==> config.mk <==
export PLATFORM = sky130hd
export DESIGN_NAME = fault_supervisor
export DESIGN_NICKNAME = d
export VERILOG_FILES = /design/src/rtl/fsup_pkg.sv /design/src/rtl/fsup_sync.sv /design/src/rtl/fsup_hyst.sv /design/src/rtl/fsup_filt_latch.sv /design/src/rtl/fault_supervisor.sv
export SDC_FILE = /design/constraint.sdc
export NUM_CORES = 1
export LEC_CHECK = 0
export BUFFER_PORTS_ARGS = -buffer_cell sky130_fd_sc_hd__buf_2
export CAP_MARGIN = 10
export CORE_ASPECT_RATIO = 0.75
export CORE_UTILIZATION = 35
export DETAILED_ROUTE_END_ITERATION = 12
export MAX_ROUTING_LAYER = met4
export SYNTH_ARGS = -nofsm -noshare
export SYNTH_HDL_FRONTEND = slang
export SYNTH_SLANG_ARGS = --single-unit
==> constraint.sdc <==
create_clock -name clk -period 1.4 [get_ports clk]
set_input_delay 0 -clock clk [delete_from_list [all_inputs] [get_ports clk]]
set_output_delay 0 -clock clk [all_outputs]
set_load 0.005 [all_outputs]
==> src/rtl/fsup_pkg.sv <==
package fsup_pkg;
  typedef enum logic {
    HYST_SET_ABOVE = 1'b0,
    HYST_SET_BELOW = 1'b1
  } hyst_dir_e;
endpackage

==> src/rtl/fsup_sync.sv <==
module fsup_sync #(
  parameter int W      = 1,
  parameter int STAGES = 2
) (
  input  logic         clk,
  input  logic         rst,
  input  logic [W-1:0] d,
  output logic [W-1:0] q
);
  logic [W-1:0] stage [STAGES];

  always_ff @(posedge clk) begin
    if (rst) begin
      for (int i = 0; i < STAGES; i++) stage[i] <= '0;
    end else begin
      stage[0] <= d;
      for (int i = 1; i < STAGES; i++) stage[i] <= stage[i-1];
    end
  end

  assign q = stage[STAGES-1];
endmodule

==> src/rtl/fsup_hyst.sv <==
module fsup_hyst
  import fsup_pkg::*;
#(
  parameter int        W       = 8,
  parameter hyst_dir_e DIR     = HYST_SET_ABOVE,
  parameter int        SET_LVL = 165,
  parameter int        CLR_LVL = 155,
  parameter logic      RST_VAL = 1'b0
) (
  input  logic         clk,
  input  logic         rst,
  input  logic [W-1:0] code,
  output logic         active
);
  logic set_c, clr_c;

  generate
    if (DIR == HYST_SET_ABOVE) begin : g_above
      assign set_c = code >  W'(SET_LVL);
      assign clr_c = code <= W'(CLR_LVL);
    end else begin : g_below
      assign set_c = code <= W'(SET_LVL);
      assign clr_c = code >= W'(CLR_LVL);
    end
  endgenerate

  always_ff @(posedge clk) begin
    if (rst)        active <= RST_VAL;
    else if (set_c) active <= 1'b1;
    else if (clr_c) active <= 1'b0;
  end
endmodule

==> src/rtl/fsup_filt_latch.sv <==
module fsup_filt_latch #(
  parameter int FILT_CYC = 100
) (
  input  logic clk,
  input  logic rst,
  input  logic clr,
  input  logic oc,
  output logic tripped
);
  localparam int CW = $clog2(FILT_CYC + 1);
  localparam logic [CW-1:0] LAST = CW'(FILT_CYC - 1);

  logic [CW-1:0] cnt;

  always_ff @(posedge clk) begin
    if (rst || clr) begin
      cnt     <= '0;
      tripped <= 1'b0;
    end else if (!oc) begin
      cnt <= '0;
    end else if (cnt == LAST) begin
      tripped <= 1'b1;
    end else begin
      cnt <= cnt + 1'b1;
    end
  end
endmodule

==> src/rtl/fault_supervisor.sv <==
module fault_supervisor
  import fsup_pkg::*;
#(
  parameter int NCH       = 8,
  parameter int FILT_CYC  = 100,
  parameter int SYNC_LEN  = 2,
  parameter int TEMP_W    = 8,
  parameter int TEMP_TRIP = 165,
  parameter int TEMP_CLR  = 155,
  parameter int VDD_W     = 10,
  parameter int VDD_ENG   = 300,
  parameter int VDD_REL   = 450
) (
  input  logic              clk,
  input  logic              rst,
  input  logic [NCH-1:0]    oc_raw,
  input  logic [TEMP_W-1:0] temp_code,
  input  logic [VDD_W-1:0]  vdd_code,
  input  logic              oe_rst_in,
  output logic [NCH-1:0]    kill_mask,
  output logic              global_off,
  output logic              fault_n
);
  logic [NCH-1:0] oc_s;
  logic           oe_s, oe_d, oe_rise;
  logic           hot_q, uv_q, clr_all;

  fsup_sync #(.W(NCH), .STAGES(SYNC_LEN)) u_oc_sync (
    .clk(clk), .rst(rst), .d(oc_raw), .q(oc_s));

  fsup_sync #(.W(1), .STAGES(SYNC_LEN)) u_oe_sync (
    .clk(clk), .rst(rst), .d(oe_rst_in), .q(oe_s));

  always_ff @(posedge clk) begin
    if (rst) oe_d <= 1'b0;
    else     oe_d <= oe_s;
  end

  assign oe_rise = oe_s & ~oe_d;
  assign clr_all = oe_rise | uv_q;

  fsup_hyst #(.W(TEMP_W), .DIR(HYST_SET_ABOVE), .SET_LVL(TEMP_TRIP),
              .CLR_LVL(TEMP_CLR), .RST_VAL(1'b0)) u_temp (
    .clk(clk), .rst(rst), .code(temp_code), .active(hot_q));

  fsup_hyst #(.W(VDD_W), .DIR(HYST_SET_BELOW), .SET_LVL(VDD_ENG),
              .CLR_LVL(VDD_REL), .RST_VAL(1'b1)) u_vdd (
    .clk(clk), .rst(rst), .code(vdd_code), .active(uv_q));

  for (genvar ch = 0; ch < NCH; ch++) begin : g_ch
    fsup_filt_latch #(.FILT_CYC(FILT_CYC)) u_filt (
      .clk(clk), .rst(rst), .clr(clr_all), .oc(oc_s[ch]),
      .tripped(kill_mask[ch]));
  end

  always_ff @(posedge clk) begin
    if (rst) begin
      global_off <= 1'b1;
      fault_n    <= 1'b1;
    end else begin
      global_off <= hot_q | uv_q | oe_s;
      fault_n    <= ~((|kill_mask) | hot_q);
    end
  end
endmodule

==> run summary <==
The first-pass GRT wire length came out at 10600 µm. After clock tree synthesis, the setup repair step added 0 buffers. The count of cell types in the netlist is 33. The aggregate global routing overflow is 0. The cell count after synthesis came out at 348. dfxtp_1 takes more of the synthesized area than any other cell. The path class of the tightest hold or removal check is in2reg. Of the post-synthesis cell area, the part taken by muxes is 0.0237. The number of input and output port buffers inserted came out at 37.

The die boundary width came out at 116 µm. The initial antenna violation count came out at 0. Across all layers, the routed design uses 2479 vias.

The number of placement rows came out at 30. Data on the critical path is required at its endpoint by 1620 ps. In this run the critical register-to-register path is launched from g_ch[3].u_filt.cnt[2]. The via count normalized by instance count is 4.63. The share of total power dissipated in the clock network is 0.486. The synthesized area per cell is 9.73 µm². VDD sags by at most 0.000502 V. The cell leakage power came out at 1.58 nW.

0 antenna diodes ended up in the layout. The library cell used most frequently in the layout, excluding fill and tap cells, is dfxtp_1. The HPWL after detailed placement is 4580 µm. The H-tree generated during clock tree synthesis spans 3 levels. The highest fanout seen on the critical path is 4. The synthesized net count is 385. The area growth from synthesis to layout is 24.2%. Setup slack closes at 78.6 ps. Setup violations remaining at the end of the flow were counted as 0. The total standard cell area after synthesis came out at 0.00338 mm². The final estimated routing congestion in global placement came out at 0.813. The summed negative setup slack over all endpoints came out at 0 ps. The final count of pins violating max slew is 0.

The power spent charging and discharging nets is 1.02 mW. Of the total synthesized cell area, the portion taken by XOR and XNOR cells is 0.122. The top-level I/O count came out at 39. The number of fill cells in the layout came out at 915. The delay contributed by the slowest stage of the critical path is 410 ps. The fraction of the mapped netlist area in compound gates is 0.0529.

The maximum clock frequency came out at 0.757 GHz. The worst slew slack as a fraction of its limit is 0.519. Entering global routing, the biggest net connects 23 pins. By area the synthesized netlist is led by dfxtp_1 (51%), xnor2_1 (8.0%), nor2_1 (8.0%). The slew at the pin closest to its max-slew limit came out at 717 ps. The share of Yosys cell area claimed by the top area cell type is 0.515. The critical path startpoint category is a register. The post-synthesis register bit count came out at 87. The number of global-route vias before repair was 2289. Data on the critical path arrives at its endpoint at 1540 ps. The latest clock arrival within the worst-skew pair came out at 330 ps.

For this run, the post-layout net count is 440. The DRC violations left came out at 0. The portion of total power attributed to combinational logic is 0.032. Clock skew on the completed layout was measured at 6.65 ps. The proportion of layout cells with a drive suffix above 1 came out at 0.172. The worst-path cell with the longest stage delay is nor4b_1. The internal power of the cells totals 4.22 mW. The count of nets left with antenna violations after detail routing came out at 0. The number of clock sinks is 87.

The final period utilization came out at 0.944. For the finished layout, the period the worst path requires is 1320 ps. The run finished with clean final reports. After detailed routing, the total wire length is 6340 µm. The overall routing resource usage is 0.142. Across the run, the number of max-cap violations was 0. The number of iterations in the first detailed-routing pass is 5. The critical path starts at g_ch[3].u_filt.cnt[2]. The floorplan step defined a die boundary enclosing 0.0101 mm². The buffer levels on the longest clock path came out at 2.

Traced cell by cell, the critical path runs through nor4b_1 > nand3_1 > mux2i_1 > nor2_1. The share of total power consumed by net switching came out at 0.195. The wire length per cell came out at 11.8 µm. By startpoint and endpoint, the worst setup path is classified as reg2reg. For this run, the register share of the synthesized area comes to 0.515. The power density over the cells is 1250 mW/mm². After detailed placement, the total cell area comes to 0.00371 mm². The number of buffer and inverter instances along the worst setup path came out at 0.

The capturing element type of the critical path is a register. Setup repair after global routing left no endpoint under its margin. TritonCTS built the clock tree.

The clock slew at the register clock pins of the worst setup and hold paths is 60 ps. The worst slack at placement came out at 47.3 ps. The core region area is 0.00923 mm². The die is 87.2 µm tall. Grouping stages by cell kind, the critical path spends the most delay in simple AND/OR/NAND/NOR gates. The violation count after the first detailed-routing iteration came out at 102. Of the total synthesized cell area, the portion taken by full adders, half adders and majority gates is 0.0296. In the layout the commonest cells are dfxtp_1 (87), nor2_1 (72), buf_2 (37). The share of total power dissipated in sequential elements is 0.482. The cell sitting at the root of the clock tree is a clkbuf_16. After synthesis, the largest family of logic cells by area is simple AND/OR/NAND/NOR gates.

The hold path startpoint is rst. The number of hold violations in the final report is 0. The area fraction in and, or, nand and nor cells after synthesis is 0.235.

The initial cell density of the core came out at 0.367. The area of all placed cells without fillers came out at 0.00420 mm². The yosys synthesis warning count came out at 0.

Clock tree synthesis inserted a total of 9 buffers.
[synth_stat cells]
cell type	n
o211ai_2	1
a211oi_1	1
a41oi_1	9
xnor2_1	31
buf_2	1
inv_1	1
nand2_1	15
dfxtp_1	87
mux2i_1	8
nor4b_1	7
nor3b_1	1
o21a_2	1
and3_1	10
a221oi_1	1
a31o_2	2
buf_4	8
a2111oi_0	1
clkbuf_1	2
or4_4	1
nor2_1	72
nor3_1	2
o21ai_0	1
or3_1	1
nor2b_1	18
xor2_1	16
ha_1	8
a211o_1	1
nor4_1	2
a21oi_1	1
nand3_1	34
o21ai_1	2
o31ai_1	1
nor4b_2	1
[worst paths after layout]
check                                               to  slack [ps]  depth (start not counted)
worst max-delay path             g_ch[3].u_filt.cnt[1]          80                          4
worst min-delay path                        global_off          20                          4
worst max register to register   g_ch[3].u_filt.cnt[1]          80                          4
worst min register to register  u_oc_sync.stage[0][13]         440                          1
[kinds of logic after synthesis]
logic type | Yosys count
multiplexers | 8
flip-flops | 87
XOR/XNOR | 47
adder cells (fa/ha/maj) | 8
buffers and inverters | 12
AO/OA/AOI/OAI | 22
AND/OR/NAND/NOR | 164
[worst register-to-register path, cell delays in order (launching register included)]
cell and delay (ps):
dfxtp_1 330, nor4b_1 410, nand3_1 220, mux2i_1 190, nor2_1 50
[cell type report]
class                      instances  area, µm²  share of cell area
clock buffer                      11        243              0.0577
sequential                        87       1740               0.414
clock inverter                     5       81.3              0.0193
inverter                           1       3.75            0.000893
multi-input combinational        249       1610               0.383
timing repair buffer              55        365              0.0869
tap                              128        160              0.0381
[per-layer routing]
layer | wire length [µm] | share of wire | vias to the layer above | track usage
met3 | 211 | 0.033 | 6 | 0.0508
met5 | 0 | 0 | - | -
met1 | 3240 | 0.51 | 1133 | 0.181
li1 | - | - | 1299 | -
met4 | 77 | 0.012 | 0 | 0.0425
met2 | 2810 | 0.44 | 41 | 0.208
[repair_timing]
action                                  4_1_cts  5_1_grt
hold endpoints to repair                     11        0
hold buffers                                 13        0
endpoints found under the setup margin        0       27
gates resized for setup                       0        7
[power by group through the flow]
stage / clock network (mW) / logic (mW) / registers, mW
floorplan: 0 / 0.0636 / 2.58
global placement: 0 / 0.135 / 2.58
CTS: 2.61 / 0.168 / 2.53
finish: 2.54 / 0.168 / 2.53
global route: 2.71 / 0.185 / 2.53
detailed placement: 0 / 0.138 / 2.58
[metrics by stage]
step	power, mW	instances	hold WS [ps]	util
finish	5.24	536	18.7	0.455
floorplan	2.64	348	71.6	-
CTS	5.31	536	5.98	0.451
global placement	2.72	507	209	0.401
global route	5.43	536	37.1	0.455
detailed placement	2.72	507	214	0.401
[sequential cells by signal, indices dropped and copies added (netlist names)]
| signal | count |
|---|---|
| g_ch.u_filt.cnt | 56 |
| oe_d | 1 |
| g_ch.u_filt.tripped | 8 |
| global_off | 1 |
| u_oe_sync.stage | 2 |
| fault_n | 1 |
| u_vdd.active | 1 |
| u_temp.active | 1 |
| u_oc_sync.stage | 16 |
Note: power is estimated with default switching activity, not from simulation.
